File: config.mk
export PLATFORM = sky130hd
export DESIGN_NAME = dds_tuneword_mult
export DESIGN_NICKNAME = d
export VERILOG_FILES = /design/src/rtl/dds_tw_pkg.sv /design/src/rtl/dds_tw_rst_sync.sv /design/src/rtl/dds_tw_seq.sv /design/src/rtl/dds_tw_datapath.sv /design/src/rtl/dds_tuneword_mult.sv
export SDC_FILE = /design/constraint.sdc
export NUM_CORES = 1
export LEC_CHECK = 0
export BUFFER_PORTS_ARGS = -buffer_cell sky130_fd_sc_hd__buf_2
export CORE_ASPECT_RATIO = 1.75
export CORE_MARGIN = 1
export CORE_UTILIZATION = 58
export DETAILED_ROUTE_END_ITERATION = 10
export PLACE_DENSITY = 0.8
export RECOVER_POWER = 50
export SLEW_MARGIN = 20
export SYNTH_ARGS = -nofsm -noshare
export SYNTH_HDL_FRONTEND = slang
export SYNTH_SLANG_ARGS = --single-unit
File: constraint.sdc
create_clock -name clk_i -period 6.25 [get_ports clk_i]
set_input_delay 0.9375 -clock clk_i [delete_from_list [all_inputs] [get_ports clk_i]]
set_output_delay 0.9375 -clock clk_i [all_outputs]
set_load 0.02 [all_outputs]
File: src/rtl/dds_tw_pkg.sv
package dds_tw_pkg;
  localparam logic [7:0] CODE_REF_DIRECT = 8'h00;
  localparam logic [7:0] CODE_REF_X6     = 8'h01;

  function automatic logic [7:0] ref_code(input logic mul6_en);
    return mul6_en ? CODE_REF_X6 : CODE_REF_DIRECT;
  endfunction
endpackage

File: src/rtl/dds_tw_rst_sync.sv
module dds_tw_rst_sync (
  input  logic clk_i,
  input  logic rst_ni,
  output logic rst_sync_no
);
  logic [1:0] sync_q;

  always_ff @(posedge clk_i or negedge rst_ni) begin
    if (!rst_ni) sync_q <= 2'b00;
    else         sync_q <= {sync_q[0], 1'b1};
  end

  assign rst_sync_no = sync_q[1];
endmodule

File: src/rtl/dds_tw_seq.sv
module dds_tw_seq #(
  parameter int unsigned ITER = 32
) (
  input  logic clk_i,
  input  logic rst_ni,
  input  logic start_i,
  output logic load_o,
  output logic step_o,
  output logic fin_o,
  output logic done_o
);
  localparam int unsigned CNT_W = (ITER > 1) ? $clog2(ITER) : 1;
  localparam logic [CNT_W-1:0] LAST = CNT_W'(ITER - 1);

  logic             busy_q, busy_d;
  logic [CNT_W-1:0] cnt_q, cnt_d;
  logic             done_q, done_d;
  logic             accept, last;

  always_comb begin
    accept = start_i & ~busy_q;
    last   = busy_q & (cnt_q == LAST);
    busy_d = busy_q;
    cnt_d  = cnt_q;
    done_d = last;
    if (accept) begin
      busy_d = 1'b1;
      cnt_d  = '0;
    end else if (busy_q) begin
      cnt_d = cnt_q + 1'b1;
      if (last) busy_d = 1'b0;
    end
  end

  always_ff @(posedge clk_i or negedge rst_ni) begin
    if (!rst_ni) begin
      busy_q <= 1'b0;
      cnt_q  <= '0;
      done_q <= 1'b0;
    end else begin
      busy_q <= busy_d;
      cnt_q  <= cnt_d;
      done_q <= done_d;
    end
  end

  assign load_o = accept;
  assign step_o = busy_q;
  assign fin_o  = last;
  assign done_o = done_q;

  AST_FINAL_STEP_ENDS: assert property (@(posedge clk_i) disable iff (!rst_ni)
    (busy_q && cnt_q == LAST) |=> (!busy_q && done_q));
  AST_START_IGNORED: assert property (@(posedge clk_i) disable iff (!rst_ni)
    (busy_q && cnt_q != LAST && start_i) |=> (busy_q && cnt_q == $past(cnt_q) + 1'b1));
endmodule

File: src/rtl/dds_tw_datapath.sv
module dds_tw_datapath #(
  parameter int unsigned FREQ_W = 32,
  parameter int unsigned K_W    = 32,
  parameter int unsigned FRAC_W = 24
) (
  input  logic                         clk_i,
  input  logic                         rst_ni,
  input  logic                         load_i,
  input  logic                         step_i,
  input  logic [FREQ_W-1:0]            freq_i,
  input  logic [K_W-1:0]               const_i,
  output logic [FREQ_W+K_W-FRAC_W-1:0] acc_nxt_o
);
  localparam int unsigned ACC_W = FREQ_W + K_W - FRAC_W;
  localparam int unsigned ALIGN = ACC_W - FREQ_W;

  logic [ACC_W-1:0]  acc_q, acc_d, acc_step;
  logic [K_W-1:0]    k_q, k_d;
  logic [FREQ_W-1:0] f_q, f_d;
  logic [FREQ_W:0]   sum;

  always_comb begin
    sum      = {1'b0, acc_q[ACC_W-1:ALIGN]} + (k_q[0] ? {1'b0, f_q} : '0);
    acc_step = {sum, acc_q[ALIGN-1:1]};
    acc_d    = acc_q;
    k_d      = k_q;
    f_d      = f_q;
    if (load_i) begin
      acc_d = '0;
      k_d   = const_i;
      f_d   = freq_i;
    end else if (step_i) begin
      acc_d = acc_step;
      k_d   = k_q >> 1;
    end
  end

  always_ff @(posedge clk_i or negedge rst_ni) begin
    if (!rst_ni) begin
      acc_q <= '0;
      k_q   <= '0;
      f_q   <= '0;
    end else begin
      acc_q <= acc_d;
      k_q   <= k_d;
      f_q   <= f_d;
    end
  end

  assign acc_nxt_o = acc_step;

  AST_OPERAND_HELD: assert property (@(posedge clk_i) disable iff (!rst_ni)
    (!load_i) |=> $stable(f_q));
endmodule

File: src/rtl/dds_tuneword_mult.sv
module dds_tuneword_mult #(
  parameter int unsigned FREQ_W = 32,
  parameter int unsigned K_W    = 32,
  parameter int unsigned FRAC_W = 24,
  parameter int unsigned CODE_W = 8
) (
  input  logic                     clk_i,
  input  logic                     rst_ni,
  input  logic                     start_i,
  input  logic [FREQ_W-1:0]        freq_i,
  input  logic [K_W-1:0]           const_i,
  input  logic                     mul6_en_i,
  output logic                     done_o,
  output logic [FREQ_W+CODE_W-1:0] word_o
);
  import dds_tw_pkg::*;

  localparam int unsigned ACC_W = FREQ_W + K_W - FRAC_W;
  localparam int unsigned OUT_W = FREQ_W + CODE_W;

  logic             rst_n;
  logic             load, step, fin;
  logic [ACC_W-1:0] acc_nxt;
  logic [CODE_W-1:0] code_q, code_d;
  logic [OUT_W-1:0] word_q, word_d;

  dds_tw_rst_sync u_rst (
    .clk_i       (clk_i),
    .rst_ni      (rst_ni),
    .rst_sync_no (rst_n)
  );

  dds_tw_seq #(.ITER(K_W)) u_seq (
    .clk_i   (clk_i),
    .rst_ni  (rst_n),
    .start_i (start_i),
    .load_o  (load),
    .step_o  (step),
    .fin_o   (fin),
    .done_o  (done_o)
  );

  dds_tw_datapath #(.FREQ_W(FREQ_W), .K_W(K_W), .FRAC_W(FRAC_W)) u_dp (
    .clk_i     (clk_i),
    .rst_ni    (rst_n),
    .load_i    (load),
    .step_i    (step),
    .freq_i    (freq_i),
    .const_i   (const_i),
    .acc_nxt_o (acc_nxt)
  );

  always_comb begin
    code_d = load ? CODE_W'(ref_code(mul6_en_i)) : code_q;
    word_d = fin  ? {code_q, acc_nxt[FREQ_W-1:0]} : word_q;
  end

  always_ff @(posedge clk_i or negedge rst_n) begin
    if (!rst_n) begin
      code_q <= '0;
      word_q <= '0;
    end else begin
      code_q <= code_d;
      word_q <= word_d;
    end
  end

  assign word_o = word_q;

  AST_DONE_SINGLE: assert property (@(posedge clk_i) disable iff (!rst_n)
    done_o |=> !done_o);
  AST_WORD_HOLDS: assert property (@(posedge clk_i) disable iff (!rst_n)
    !done_o |-> $stable(word_o));
  AST_CODE_LEGAL: assert property (@(posedge clk_i) disable iff (!rst_n)
    done_o |-> (word_o[OUT_W-1:FREQ_W+1] == '0));
endmodule

Yosys cells after proc, flatten, opt, wreduce, memory -nomap -nowiden:

Cells that the tools add are included.

* bitwise gates (word level): 3
* equal/unequal tests: 1
* muxes and demuxes: 11
* $add $sub $neg: 2
* reduce and logical (&&, ||, !) cells: 1

Operators by type and width (number)
* two-way mux 32 bit: 3
* two-way mux 40 bit: 2
* adder 32 x 33 -> 33 bit: 1
* two-way mux 5 bit: 2
* adder 5 x 1 -> 5 bit, second input constant: 1
* == test 5 bit, second input constant: 1
* two-way mux 1 bit: 4
* bitwise AND 1 bit: 2
* nonzero test 2 bit: 1
* NOT 1 bit: 1

* output and inout port bits: 41
* bits in registers: 161
* input bits: 68
* word-level logic and storage cells: 27

Longest topological paths before layout:

Gate-level depths: netlist (run 1).

* word-level depth: 5
* gate-level depth with buffers: 12
* mapped depth without buffers: 11

Cells and area by module:

A second synthesis (run 1) with hierarchy kept.

* cell total of the unflattened synthesis: 800
* area total of the unflattened synthesis: 8544.4 um^2

Modules (own cells, without submodules)
* dds_tw_datapath: area each 6678.9 um^2, sequential area each 2577.5 um^2, times used 1, cells each 689
* dds_tuneword_mult: area each 1473.9 um^2, sequential area each 850.8 um^2, times used 1, cells each 80
* dds_tw_seq: area each 337.8 um^2, sequential area each 175.2 um^2, times used 1, cells each 28
* dds_tw_rst_sync: area each 53.8 um^2, sequential area each 50.0 um^2, times used 1, cells each 3

Worst setup path after synthesis (run 1):

Ideal clock, no wire load.

* path type: reg-to-reg
* start point: register u_dp.k_q[0]
* end point: register u_dp.acc_q[31]
* setup time: 122 ps
* path slack: 3217 ps
* buffers on the path: 1
* clock period less this slack: 3033 ps
* data required time: 6128 ps
* arrival time: 2911 ps
* stages on the path, launching flop included: 13
* cells stage by stage: dfrtp_1 > clkbuf_1 > and2_1 > ha_1 > fa_1 > a21oi_1 > nor3_2 > o41ai_4 > a31oi_1 > o211ai_2 > a21boi_1 > or3_1 > a32o_1

* word-level cells in the longest chain between the ends: 4

Ends and longest elaborated chain
* start: declaration: RTL line dds_tw_datapath.sv:18 `logic [K_W-1:0] k_q, k_d;`
* start signal: assignment: RTL line dds_tw_datapath.sv:45 `k_q <= k_d;`
* two-way mux 32 bit: RTL line dds_tw_datapath.sv:23 `sum = {1'b0, acc_q[ACC_W-1:ALIGN]} + (k_q[0] ? {1'b0, f_q} : '0);`
* adder 32 x 33 -> 33 bit: RTL line dds_tw_datapath.sv:23
* two-way mux 40 bit: RTL line dds_tw_datapath.sv:32 `end else if (step_i) begin`
* two-way mux 40 bit: RTL line dds_tw_datapath.sv:28 `if (load_i) begin`
* end signal: assignment: RTL line dds_tw_datapath.sv:40 `acc_q <= '0;`
* end signal: assignment: RTL line dds_tw_datapath.sv:44 `acc_q <= acc_d;`
* end: declaration: RTL line dds_tw_datapath.sv:17 `logic [ACC_W-1:0] acc_q, acc_d, acc_step;`

No other way between the ends. The select of a mux whose other input is x is not followed.
A chain may end at the register's enable or synchronous reset.

Worst setup path in the final report (run 1):

* start point: input port start_i
* end point: register u_dp.f_q[1]

* word-level cells in the longest chain between the ends: 1

Ends and longest elaborated chain
* start: declaration: RTL line dds_tuneword_mult.sv:9 `input logic start_i,`
* bitwise AND 1 bit: RTL line dds_tw_seq.sv:21 `accept = start_i & ~busy_q;`
* end signal: assignment: RTL line dds_tw_datapath.sv:42 `f_q <= '0;`
* end signal: assignment: RTL line dds_tw_datapath.sv:46 `f_q <= f_d;`
* end: declaration: RTL line dds_tw_datapath.sv:19 `logic [FREQ_W-1:0] f_q, f_d;`

No other way between the ends.

==> results of run 1 <==
## cell usage in the layout (no fill, tap or decap), types with 10 or more instances in the layout
cell type,n
nand2_1,68
and2_1,33
buf_2,98
nand4_1,10
a22o_1,33
mux2i_1,32
xnor2_1,17
ha_1,34
dfrtp_1,145
a21oi_1,30
xor2_1,11
a21o_1,17
o21ai_0,50
mux2_2,63
nor2_1,14
clkbuf_16,17
## stage by stage
step                total power [mW]  instances
floorplan                       2.94        695
global placement                3.33        922
detailed placement              3.42        922
CTS                             4.47        954
global route                    4.75        954
finish                          4.45        954
## how the worst max path moves through the flow
stage | start | to | slack [ns] | cells past startpoint
CTS | u_dp.k_q[0] | u_dp.acc_q[31] | 2.81 | 12
detailed placement | u_dp.k_q[0] | u_dp.acc_q[31] | 2.88 | 12
global placement | u_dp.k_q[0] | u_dp.acc_q[31] | 2.92 | 12
floorplan | u_rst.sync_q[1] | code_q[0] | 1.88 | 0
global route | start_i | u_dp.f_q[30] | 2.08 | 4
finish | start_i | u_dp.f_q[1] | 2.38 | 4
## Yosys cell counts (3+ instances only)
cell        n  area, um2
o21ai_0    50        250
a21oi_1    30        150
clkbuf_1   32        120
dfrtp_1   146       3650
xnor2_1    17        149
a21o_1     17        128
a31oi_1     4       25.0
nand4_1    10       62.6
o21ai_1     5       25.0
nor2_1     16       60.1
a211oi_1    3       22.5
nor3_1      4       20.0
o21a_1      5       37.5
mux2i_1    32        320
buf_4       7       52.6
a22o_1     33        289
xor2_1     11       96.3
o21bai_1    8       60.1
inv_1       7       26.3
nand2_1    68        255
ha_1       34        425
and2_1     33        206
or3_1       3       18.8
nand3_1     7       35.0
buf_1       5       18.8
mux2_2     63        709
## report_power, final
part	total [mW]	internal, mW	switching, mW
sequential	1.61	1.37	0.246
combinational	1.82	0.811	1.01
clock	1.02	0.605	0.414
## registers in the layout (all words and copies together), names as in the netlist
register and cells:
u_dp.acc_q 39, word_o 33, u_dp.f_q 32, u_dp.k_q 32
u_seq.cnt_q 5, u_rst.sync_q 2, code_q 1, u_seq.done_o 1
u_seq.step_o 1
## layer usage
metal / vias up / GRT usage, % / part of all wire, %
met5: - / 0 / 0
met4: 0 / 12.5 / 3.2
met3: 36 / 4.27 / 3.0
met2: 138 / 46.5 / 54
met1: 2797 / 31.3 / 40
li1: 2629 / - / -
## kinds of logic (layout without fill, tap and decap cells)
family                     count (synthesis)  count (layout)  synth area share [%]
other                                      2               8                0.0994
DFF                                      146             146                  48.3
and+or+nand+nor                          152             152                  9.75
buffers and inverters                     54             145                  3.06
AOI/OAI and AO/OA                        177             177                  16.0
xor gates and xnor gates                  28              28                  3.24
adders and majority gates                 35              35                  5.89
muxes                                     95              95                  13.6
## cell type report
| cell class | count | area [um2] | share of cell area [%] |
|---|---|---|---|
| multi-input cells | 495 | 3700 | 42.4 |
| flip-flops and latches | 146 | 3650 | 41.9 |
| repair buffers | 105 | 536 | 6.13 |
| clock buffers | 19 | 443 | 5.07 |
| well taps | 168 | 210 | 2.41 |
| clock inverters | 13 | 151 | 1.73 |
| inverters | 8 | 30.0 | 0.344 |
==> qor.json, run 1 <==
{
  "worst_r2r_startpoint": "u_dp.k_q[0]",
  "final_core_util_pct": 69.5,
  "synth_sequential_area_ratio_pct": 48.3,
  "hold_bufs_inserted_after_cts": 0,
  "postCtsSetupBuffers": 0,
  "netlist_instances": 689,
  "clk_lat_worst_skew_ns": 0.42,
  "finalSetupViolations": 0,
  "cp_top_family": "buffers and inverters",
  "place.detailed.hpwl_um": 11200,
  "cts_made_buffers": 17,
  "clk_path_buf_depth": 2,
  "globalRoute.totalOverflow": 0,
  "fmax_ghz": 0.258,
  "largest_net_degree_at_the_start_of_global_routing": 105,
  "layout_worst_path_cycle_share_pct": 61.9,
  "synth-main-ff-cell": "dfrtp_1",
  "capture_instance_of_the_worst_register_to_register_path": "u_dp.acc_q[31]",
  "critical_path_required_ns": 6.55,
  "critPathArrivalTime_ns": 4.17,
  "timing_worst_slew_pin_value_ns": 2.32,
  "dp_slack_ns": 2.88,
  "finalMaxSlewViolations": 96,
  "routed_via_density": 5.87,
  "drive_gt1_share_pct": 26.2,
  "failed_checks": "max-capacitance violations, max-slew violations",
  "syn_to_final_growth_pct": 15.5,
  "irDropWorstVdd_mv": 0.263,
  "total_leakage_power_nw": 4.31,
  "worstPathBufferInverterCount": 2,
  "critPathSlowestCell": "clkbuf_1",
  "die_area_um2": 13500,
  "drt_iter0_drc": 281,
  "criticalPathCategory": "in2reg",
  "cp-end-kind": "register",
  "drt.antenna.violating_nets": 0,
  "initial_core_utilization_pct": 60.1,
  "nFillCells": 995,
  "first_global_vias": 5813,
  "drt_first_pass_iters": 5,
  "core_area_um2": 12600,
  "finalSetupTns_ns": 0,
  "critPathLaunchType": "input port",
  "detail_route.wl_per_cell_um": 17.2,
  "synthesis.area_um2": 7560,
  "reg2reg_depth": 12,
  "cell_area_reported_after_detailed_placement_um2": 8140,
  "clock_sinks": 146,
  "ctsHtreeMaxLevel": 4,
  "min_period_ns": 3.87,
  "timing.slew.headroom_pct": -54.6,
  "vias": 5600,
  "hold_viol": 0,
  "final.setup.worst_slack_ns": 2.38,
  "outcome": "complete, but fails checks",
  "fp-row-count": 54,
  "wire_length_of_the_first_global_routing_pass_um": 27800,
  "insertedDiodeCount": 0,
  "routed_wl_um": 16400,
  "avgSynthCellArea_um2": 11.0,
  "design.portCount": 109,
  "ys_async_sr_fraction_pct": 100,
  "r2r_slack_ns": 2.82,
  "design_area_um2": 8730,
  "route.detailed.drc": 0,
  "netlist-cell-type-count": 56,
  "cts.root.buffer_cell": "clkbuf_16",
  "worstPathCellList": "clkbuf_1, inv_1, nor2_4, mux2_2",
  "design.final.nets": 876,
  "worst_hold_path_type": "in2async",
  "antenna_found_initial": 0,
  "post_cts_gate_resize_count": 0,
  "grt_use_total_pct": 26.7,
  "dieHeight_um": 153,
  "hold-worst-slack_ns": 0.283,
  "grt_setup_unrepaired": "no",
  "count_of_state_elements_after_synthesis": 146,
  "synth-warning-count": 0,
  "clock-skew-final_ns": 0.00875,
  "powerDensity_nw_per_um2": 510,
  "cp_max_fo": 34,
  "numPortBuffers": 101,
  "timing.max_cap.violations": 2,
  "clkTransAtPathRegs_ns": 0.06,
  "place.gp.congestion": 0.886,
  "die_width_um": 88.3,
  "synth_enable_flop_cells": 0,
  "cts_tree": "yes",
  "cp_slowest_stage_delay_ns": 1.58
}
(Power assumes the default switching activity.)
==> run 2, diff against run 1 <==
--- a/config.mk
+++ b/config.mk
@@ -5,12 +5,13 @@
 export SDC_FILE = /design/constraint.sdc
 export NUM_CORES = 1
 export LEC_CHECK = 0
+export ABC_AREA = 1
 export BUFFER_PORTS_ARGS = -buffer_cell sky130_fd_sc_hd__buf_2
 export CORE_ASPECT_RATIO = 1.75
 export CORE_MARGIN = 1
 export CORE_UTILIZATION = 58
 export DETAILED_ROUTE_END_ITERATION = 10
-export PLACE_DENSITY = 0.8
+export PLACE_DENSITY = 0.79
 export RECOVER_POWER = 50
 export SLEW_MARGIN = 20
 export SYNTH_ARGS = -nofsm -noshare
==> constraint.sdc (replaced) <==
create_clock -name clk_i -period 4.02 [get_ports clk_i]
set_input_delay 0.603 -clock clk_i [delete_from_list [all_inputs] [get_ports clk_i]]
set_output_delay 0.603 -clock clk_i [all_outputs]
set_load 0.02 [all_outputs]
==> run 2 against run 1 <==
Critical path type is now reg2reg; combinational power rose by 58%; largest power group unchanged; clock power grew 54%; synthesized cell count up 67%; the run still ends with max-capacitance violations, max-slew violations left; global-route usage up 4.2 points; register-to-register slack worse by 2.0 ns; critical endpoint is now u_dp.k_q[26].
==> qor.json, run 2 <==
{
  "outcome": {"value": "complete, but fails checks", "change": "unchanged"},
  "failed_checks": {"value": "max-capacitance violations, max-slew violations", "change": "unchanged"},
  "synth_enable_flop_cells": {"value": 0, "change": "unchanged"},
  "largest_register_ff_count": {"value": 39, "change": "unchanged"},
  "nFillCells": {"value": 1248, "change": "was 995"},
  "total_leakage_power": {"value": 5.46, "unit": "nW", "change": "was 4.31 nW"},
  "clkTransAtPathRegs": {"value": 0.07, "unit": "ns", "change": "was 0.06 ns"},
  "worstPathCellList": {"value": "clkbuf_1, nor2_4, inv_2, o221ai_1", "change": "was clkbuf_1, inv_1, nor2_4, mux2_2"},
  "timing.max_cap.violations": {"value": 1, "change": "was 2"},
  "avgSynthCellArea": {"value": 7.17, "unit": "um2", "change": "was 11.0 um2"},
  "uppermost_layer_routed": {"value": "met4", "change": "unchanged"},
  "dieHeight": {"value": 160, "unit": "um", "change": "was 153 um"},
  "clock_sinks": {"value": 146, "change": "unchanged"},
  "cp-end-kind": {"value": "register", "change": "unchanged"},
  "netlist_instances": {"value": 1153, "change": "was 689"},
  "switching_share": {"value": 42.9, "unit": "%", "change": "was 37.5%"},
  "min_period_ns": 3.18,
  "wl_met1": {"value": 8250, "unit": "um", "change": "was 6500 um"},
  "cell_area_reported_after_detailed_placement": {"value": 8880, "unit": "um2", "change": "was 8140 um2"},
  "grt_use_total": {"value": 30.9, "unit": "%", "change": "was 26.7%"},
  "grt_setup_unrepaired": {"value": "no", "change": "unchanged"},
  "critPathArrivalTime": {"value": 3.45, "unit": "ns", "change": "was 4.17 ns"},
  "synth_most_common_cell": {"value": "nand2_1", "change": "was dfrtp_1"},
  "cts.root.buffer_cell": {"value": "clkbuf_16", "change": "unchanged"},
  "cp_top_family": {"value": "buffers and inverters", "change": "unchanged"},
  "cp_slowest_stage_delay": {"value": 1.45, "unit": "ns", "change": "was 1.58 ns"},
  "critical_path_required": {"value": 4.30, "unit": "ns", "change": "was 6.55 ns"},
  "synthesis.area": {"value": 8260, "unit": "um2", "change": "was 7560 um2"},
  "cts_tree": {"value": "yes", "change": "unchanged"},
  "worstPathBufferInverterCount": {"value": 2, "change": "unchanged"},
  "irDropWorstVdd": {"value": 0.391, "unit": "mV", "change": "was 0.263 mV"},
  "numPortBuffers": {"value": 101, "change": "unchanged"},
  "design.portCount": {"value": 109, "change": "unchanged"},
  "globalRoute.totalOverflow": {"value": 0, "change": "unchanged"},
  "finalSetupTns": {"value": 0, "unit": "ns", "change": "unchanged"},
  "ys_top_cells_by_area": {"value": "dfrtp_1, nand2_1, inv_1", "change": "was dfrtp_1, mux2_2, ha_1"},
  "place.detailed.hpwl": {"value": 15700, "unit": "um", "change": "was 11200 um"},
  "fmax_ghz": 0.315,
  "die_area": {"value": 14700, "unit": "um2", "change": "was 13500 um2"},
  "routed_wl": {"value": 21500, "unit": "um", "change": "was 16400 um"},
  "criticalPathCategory": {"value": "reg2reg", "change": "was in2reg"},
  "drt.antenna.violating_nets": {"value": 0, "change": "unchanged"},
  "synth-warning-count": {"value": 0, "change": "unchanged"},
  "timing_worst_slew_pin_value": {"value": 2.00, "unit": "ns", "change": "was 2.32 ns"},
  "drt_iter0_drc": {"value": 415, "change": "was 281"},
  "place.gp.congestion": {"value": 0.996, "change": "was 0.886"},
  "cts_made_buffers": {"value": 17, "change": "unchanged"},
  "switchingPower": {"value": 2.98, "unit": "mW", "change": "was 1.67 mW"},
  "synth_top_cells_by_count": {"value": "nand2_1, inv_1, dfrtp_1", "change": "was dfrtp_1, nand2_1, mux2_2"},
  "timing.slew.headroom": {"value": -33.1, "unit": "%", "change": "was -54.6%"},
  "initial_core_utilization": {"value": 59.4, "unit": "%", "change": "was 60.1%"},
  "design.final.nets": {"value": 1348, "change": "was 876"},
  "portion_of_total_power_attributed_to_the_clock_network": {"value": 22.6, "unit": "%", "change": "was 22.9%"},
  "registers.top_by_ff_count": {"value": "u_dp.acc_q", "change": "unchanged"},
  "ctsHtreeMaxLevel": {"value": 4, "change": "unchanged"},
  "critPathSlowestCell": {"value": "clkbuf_1", "change": "unchanged"},
  "vias": {"value": 7468, "change": "was 5600"},
  "largest_net_degree_at_the_start_of_global_routing": {"value": 109, "change": "was 105"},
  "hold_viol": {"value": 0, "change": "unchanged"},
  "drive_gt1_share": {"value": 11.2, "unit": "%", "change": "was 26.2%"},
  "hold-worst-slack": {"value": 0.359, "unit": "ns", "change": "was 0.283 ns"},
  "synth-main-ff-cell": {"value": "dfrtp_1", "change": "unchanged"},
  "clock-skew-final": {"value": 0.0126, "unit": "ns", "change": "was 0.00875 ns"},
  "seq_power_share": {"value": 36.0, "unit": "%", "change": "was 36.3%"},
  "ys_async_sr_fraction": {"value": 100, "unit": "%", "change": "unchanged"},
  "met3_wirelength": {"value": 852, "unit": "um", "change": "was 499 um"},
  "die_width": {"value": 92.2, "unit": "um", "change": "was 88.3 um"},
  "design_area": {"value": 9420, "unit": "um2", "change": "was 8730 um2"},
  "finalSetupViolations": {"value": 0, "change": "unchanged"},
  "detail_route.wl_per_cell": {"value": 15.0, "unit": "um", "change": "was 17.2 um"},
  "wl_met2": {"value": 11200, "unit": "um", "change": "was 8900 um"},
  "route.detailed.drc": {"value": 0, "change": "unchanged"},
  "fp-row-count": {"value": 57, "change": "was 54"},
  "internal_power": {"value": 3.97, "unit": "mW", "change": "was 2.78 mW"},
  "layout_worst_path_cycle_share_pct": 79.0,
  "count_of_state_elements_after_synthesis": {"value": 146, "change": "unchanged"},
  "drt_first_pass_iters": {"value": 5, "change": "unchanged"},
  "clk_path_buf_depth": {"value": 2, "change": "unchanged"},
  "synth_sequential_area_ratio": {"value": 44.2, "unit": "%", "change": "was 48.3%"},
  "netlist-cell-type-count": {"value": 32, "change": "was 56"},
  "finalMaxSlewViolations": {"value": 37, "change": "was 96"},
  "most_common_cell_after_layout_fill_and_taps_aside": {"value": "nand2_1", "change": "was dfrtp_1"},
  "core_area": {"value": 13900, "unit": "um2", "change": "was 12600 um2"},
  "first_global_vias": {"value": 7477, "change": "was 5813"},
  "insertedDiodeCount": {"value": 0, "change": "unchanged"},
  "worst_hold_path_type": {"value": "reg2reg", "change": "was in2async"},
  "final_core_util": {"value": 67.8, "unit": "%", "change": "was 69.5%"},
  "layout.cells.most_common_list": {"value": "nand2_1, inv_1, dfrtp_1", "change": "was dfrtp_1, buf_2, nand2_1"},
  "cp_max_fo": {"value": 36, "change": "was 34"},
  "clk_lat_worst_skew": {"value": 0.43, "unit": "ns", "change": "was 0.42 ns"},
  "powerDensity": {"value": 738, "unit": "nW/um2", "change": "was 510 nW/um2"},
  "combPwrFrac": {"value": 41.4, "unit": "%", "change": "was 40.8%"},
  "wire_length_of_the_first_global_routing_pass": {"value": 35200, "unit": "um", "change": "was 27800 um"},
  "routed_via_density": {"value": 5.20, "change": "was 5.87"},
  "critPathLaunchType": {"value": "register", "change": "was input port"},
  "antenna_found_initial": {"value": 0, "change": "unchanged"},
  "synth_largest_area_cell": {"value": "dfrtp_1", "change": "unchanged"},
  "syn_to_final_growth": {"value": 14.1, "unit": "%", "change": "was 15.5%"},
  "top_area_cell_type_share_of_the_netlist_area": {"value": 44.2, "unit": "%", "change": "was 48.3%"}
}
## run 2: power by group through the flow
stage          combinational (mW)  sequential, mW  clock (mW)
2_1_floorplan                1.98            2.56           0
3_3_place_gp                 2.80            2.50           0
3_5_place_dp                 2.88            2.51           0
4_1_cts                      2.91            2.50        1.58
5_1_grt                      3.25            2.56        1.63
6_report                     2.88            2.50        1.57
## run 2: layout make-up
| class | instances | area, um2 | share of cell area (%) |
|---|---|---|---|
| Sequential cell | 146 | 3650 | 38.8 |
| Multi-Input combinational cell | 793 | 3760 | 39.9 |
| Clock buffer | 18 | 429 | 4.55 |
| Inverter | 178 | 668 | 7.09 |
| Tap cell | 177 | 221 | 2.35 |
| Clock inverter | 14 | 144 | 1.53 |
| Timing Repair Buffer | 109 | 546 | 5.79 |
## run 2: timing repair
action / CTS / global route
gates resized for setup: 0 / 0
hold endpoints to repair: 2 / 0
hold buffers: 1 / 0
endpoints found under the setup margin: 0 / 0
buffers inserted: 0 / 0
## run 2: worst reg2reg max path: cells and delay by family (launching register included)
kind	cells	cell delay, ns
buf+inv	2	1.98
simple gates	1	0.44
flops	1	0.43
compound gates	1	0.18
## run 2: logic make-up (layout without fill, tap and decap cells)
logic type | count (synthesis) | after routing | share of synthesized area, %
compound gates | 101 | 101 | 7.45
xor+xnor | 14 | 14 | 1.48
buf+inv | 220 | 319 | 10.6
fa+ha+maj | 35 | 35 | 5.39
flops | 146 | 146 | 44.2
simple gates | 635 | 635 | 30.8
other cells | 2 | 8 | 0.0909
## run 2: final timing paths
path	cells past startpoint	slack, ns	end	startpoint
worst max-delay path	4	0.84	u_dp.k_q[26]	u_seq.step_o
max in group asynchronous	1	1.15	u_dp.acc_q[23]	u_rst.sync_q[1]
worst min-delay path	0	0.36	u_rst.sync_q[1]	u_rst.sync_q[0]
worst min register to register	0	0.36	u_rst.sync_q[1]	u_rst.sync_q[0]
worst max register to register	4	0.84	u_dp.k_q[26]	u_seq.step_o
min in group asynchronous	2	0.49	u_rst.sync_q[0]	rst_ni
## run 2: routing by layer
layer / up-vias / GRT usage (%)
li1: 3723 / -
met1: 3444 / 34.4
met2: 230 / 55.3
met3: 71 / 4.29
met4: 0 / 18.2
met5: - / 0
## run 2: through the flow
stage | power (mW) | cells | worst slack (ns)
after global placement | 5.30 | 1402 | 1.34
after global routing | 7.44 | 1435 | 0.573
after detailed placement | 5.39 | 1402 | 1.31
final | 6.95 | 1435 | 0.844
after floorplan | 4.54 | 1159 | 1.60
after CTS | 6.99 | 1435 | 1.29
==> run 3, diff against run 2 <==
==> constraint.sdc (replaced) <==
create_clock -name clk_i -period 3.33 [get_ports clk_i]
set_input_delay 0.4995 -clock clk_i [delete_from_list [all_inputs] [get_ports clk_i]]
set_output_delay 0.4995 -clock clk_i [all_outputs]
set_load 0.02 [all_outputs]
==> run 3 against run 2 <==
The run still ends with max-capacitance violations, max-slew violations left; core utilization rose by 0.23 points; sequential power is 21% higher; via count fell by 0.13%; non-clock buffer count up 2; clock power up 25%; critical endpoint is now word_o[31].
==> qor.json, run 3 (same netlist as run 2, synthesis figures left out) <==
{
  "min_period": {"value": 2.77, "unit": "ns", "change": "was 3.18 ns"},
  "total_leakage_power": {"value": 5.49, "unit": "nW", "change": "was 5.46 nW"},
  "post-place-cells": {"value": 1404, "change": "was 1402"},
  "worst_hold_path_type": {"value": "reg2async", "change": "was reg2reg"},
  "finalSetupTns": {"value": 0, "unit": "ns", "change": "unchanged"},
  "ctsHtreeMaxLevel": {"value": 4, "change": "unchanged"},
  "die_width": {"value": 92.2, "unit": "um", "change": "unchanged"},
  "timing.max_cap.violations": {"value": 1, "change": "unchanged"},
  "most_common_cell_after_layout_fill_and_taps_aside": {"value": "nand2_1", "change": "unchanged"},
  "grt.busiest_layer": {"value": "met2", "change": "unchanged"},
  "outcome": {"value": "complete, but fails checks", "change": "unchanged"},
  "post_cts_gate_resize_count": {"value": 0, "change": "unchanged"},
  "globalRoute.totalOverflow": {"value": 0, "change": "unchanged"},
  "groute.layer.met2.usage": {"value": 54.1, "unit": "%", "change": "was 55.3%"},
  "critPathArrivalTime": {"value": 3.14, "unit": "ns", "change": "was 3.45 ns"},
  "largest_net_degree_at_the_start_of_global_routing": {"value": 91, "change": "was 109"},
  "numPortBuffers": {"value": 101, "change": "unchanged"},
  "clk_path_buf_depth": {"value": 2, "change": "unchanged"},
  "largest_register_ff_count": {"value": 39, "change": "unchanged"},
  "critPathLaunchType": {"value": "register", "change": "unchanged"},
  "layout.cells.most_common_list": {"value": "nand2_1, inv_1, dfrtp_1", "change": "unchanged"},
  "cts_tree": {"value": "yes", "change": "unchanged"},
  "dieHeight": {"value": 160, "unit": "um", "change": "unchanged"},
  "first_global_vias": {"value": 7530, "change": "was 7477"},
  "initial_core_utilization": {"value": 59.4, "unit": "%", "change": "unchanged"},
  "detail_route.wl_per_cell": {"value": 14.9, "unit": "um", "change": "was 15.0 um"},
  "drt.antenna.violating_nets": {"value": 0, "change": "unchanged"},
  "irDropWorstVdd": {"value": 0.541, "unit": "mV", "change": "was 0.391 mV"},
  "hold-worst-slack": {"value": 0.235, "unit": "ns", "change": "was 0.359 ns"},
  "met3_layer_usage_reported_by_global_route": {"value": 4.33, "unit": "%", "change": "was 4.29%"},
  "route.detailed.drc": {"value": 0, "change": "unchanged"},
  "fin_total_pwr": {"value": 8.44, "unit": "mW", "change": "was 6.95 mW"},
  "fmax": {"value": 0.361, "unit": "GHz", "change": "was 0.315 GHz"},
  "cp_max_fo": {"value": 20, "change": "was 36"},
  "timing.critical_path.mode_cell": "nand2_1",
  "drt_first_pass_iters": {"value": 9, "change": "was 5"},
  "syn_to_final_growth": {"value": 14.5, "unit": "%", "change": "was 14.1%"},
  "cts_made_buffers": {"value": 17, "change": "unchanged"},
  "grt_setup_unrepaired": {"value": "no", "change": "unchanged"},
  "clock_sinks": {"value": 146, "change": "unchanged"},
  "layout_worst_path_cycle_share": {"value": 83.3, "unit": "%", "change": "was 79.0%"},
  "finalMaxSlewViolations": {"value": 91, "change": "was 37"},
  "hold_viol": {"value": 0, "change": "unchanged"},
  "final.setup.worst_slack": {"value": 0.557, "unit": "ns", "change": "was 0.844 ns"},
  "critPathSlowestCell": {"value": "dfrtp_1", "change": "was clkbuf_1"},
  "cp-end-kind": {"value": "register", "change": "unchanged"},
  "design.portCount": {"value": 109, "change": "unchanged"},
  "worstPathBufferInverterCount": {"value": 3, "change": "was 2"},
  "wire_length_of_the_first_global_routing_pass": {"value": 35300, "unit": "um", "change": "was 35200 um"},
  "place.detailed.hpwl": {"value": 15800, "unit": "um", "change": "was 15700 um"},
  "timing.slew.headroom": {"value": -32.1, "unit": "%", "change": "was -33.1%"},
  "clock-skew-final": {"value": 0.0145, "unit": "ns", "change": "was 0.0126 ns"},
  "powerDensity": {"value": 893, "unit": "nW/um2", "change": "was 738 nW/um2"},
  "cp_slowest_stage_delay": {"value": 0.80, "unit": "ns", "change": "was 1.45 ns"},
  "drt_iter0_drc": {"value": 398, "change": "was 415"},
  "failed_checks": {"value": "max-capacitance violations, max-slew violations", "change": "unchanged"},
  "dp_slack": {"value": 0.586, "unit": "ns", "change": "was 1.31 ns"},
  "core_area": {"value": 13900, "unit": "um2", "change": "unchanged"},
  "registers.top_by_ff_count": {"value": "u_dp.acc_q", "change": "unchanged"},
  "timing_worst_slew_pin_value": {"value": 1.98, "unit": "ns", "change": "was 2.00 ns"},
  "vias": {"value": 7458, "change": "was 7468"},
  "cp_top_family": {"value": "simple AND/OR/NAND/NOR gates", "change": "was buffers and inverters"},
  "final_core_util": {"value": 68.0, "unit": "%", "change": "was 67.8%"},
  "grtUsageMet1": {"value": 34.1, "unit": "%", "change": "was 34.4%"},
  "cell_area_reported_after_detailed_placement": {"value": 8890, "unit": "um2", "change": "was 8880 um2"},
  "place.gp.congestion": {"value": 1.01, "change": "was 0.996"},
  "grt_use_total": {"value": 31.0, "unit": "%", "change": "was 30.9%"},
  "fp-row-count": {"value": 57, "change": "unchanged"},
  "worstPathCellList": {"value": "buf_4, nand2_1, inv_1, ha_1, nand2_1, inv_1, a21oi_1, nor2_1, nor2_1, nand3_1, nand2_1, nand3_1, nand2_1", "change": "was clkbuf_1, nor2_4, inv_2, o221ai_1"},
  "clk_lat_worst_skew": {"value": 0.43, "unit": "ns", "change": "about the same"},
  "clkTransAtPathRegs": {"value": 0.07, "unit": "ns", "change": "about the same"},
  "critical_path_required": {"value": 3.69, "unit": "ns", "change": "was 4.30 ns"},
  "routed_wl": {"value": 21400, "unit": "um", "change": "was 21500 um"},
  "routed_via_density": {"value": 5.19, "change": "was 5.20"},
  "final-instance-count-excl-fill": {"value": 1436, "change": "was 1435"},
  "design.final.nets": {"value": 1350, "change": "was 1348"},
  "design_area": {"value": 9460, "unit": "um2", "change": "was 9420 um2"},
  "drive_gt1_share": {"value": 11.4, "unit": "%", "change": "was 11.2%"},
  "criticalPathCategory": {"value": "reg2reg", "change": "unchanged"},
  "finalSetupViolations": {"value": 0, "change": "unchanged"},
  "die_area": {"value": 14700, "unit": "um2", "change": "unchanged"},
  "antenna_found_initial": {"value": 0, "change": "unchanged"},
  "insertedDiodeCount": {"value": 0, "change": "unchanged"},
  "cts.root.buffer_cell": {"value": "clkbuf_16", "change": "unchanged"}
}
## run 3: cell types whose count changed in the layout (fill, tap and decap cells not counted), sizes merged
cell      delta
clkinvlp     -3
buf          +2
inv          +2
clkbuf       -1
clkinv       +1
## run 3: routing by layer
metal / vias to the layer above / share of wire [%]
met2: 239 / 51
met5: - / 0
met4: 0 / 6.4
met3: 81 / 4.1
met1: 3414 / 38
li1: 3724 / -
## run 3: path summary, 6_finish.rpt
| path | start | to | slack [ns] | cells past startpoint |
|---|---|---|---|---|
| max | u_dp.k_q[0] | word_o[31] | 0.56 | 13 |
| min | u_rst.sync_q[1] | u_seq.cnt_q[0] | 0.23 | 0 |
| max reg2reg | u_dp.k_q[0] | word_o[31] | 0.56 | 13 |
| min reg2reg | u_rst.sync_q[1] | u_seq.cnt_q[0] | 0.23 | 0 |
| max in group asynchronous | u_rst.sync_q[1] | word_o[17] | 0.71 | 1 |
| min in group clk_i | freq_i[20] | u_dp.f_q[20] | 0.27 | 3 |
## run 3: cell type report
type | instances | area (um2)
inverter | 178 | 668
tap | 177 | 221
timing repair buffer | 111 | 558
multi-input combinational | 793 | 3760
sequential | 146 | 3650
clock inverter | 14 | 168
fill | 1260 | 4450
clock buffer | 17 | 425
## run 3: worst register-to-register path, cell delays in order, from the launching register on
cell and delay (ns):
dfrtp_1 0.80, buf_4 0.34, nand2_1 0.09, inv_1 0.08
ha_1 0.28, nand2_1 0.15, inv_1 0.05, a21oi_1 0.21
nor2_1 0.06, nor2_1 0.16, nand3_1 0.15, nand2_1 0.15
nand3_1 0.10, nand2_1 0.08
## run 3: timing repair
action | 4_1_cts | 5_1_grt
hold endpoints to repair | 2 | 0
setup buffers | 0 | 0
hold buffers | 1 | 0
## run 3: report_power, final
group          internal (mW)  switching [mW]
sequential              2.54           0.487
combinational           1.20            2.26
clock                   1.07           0.889
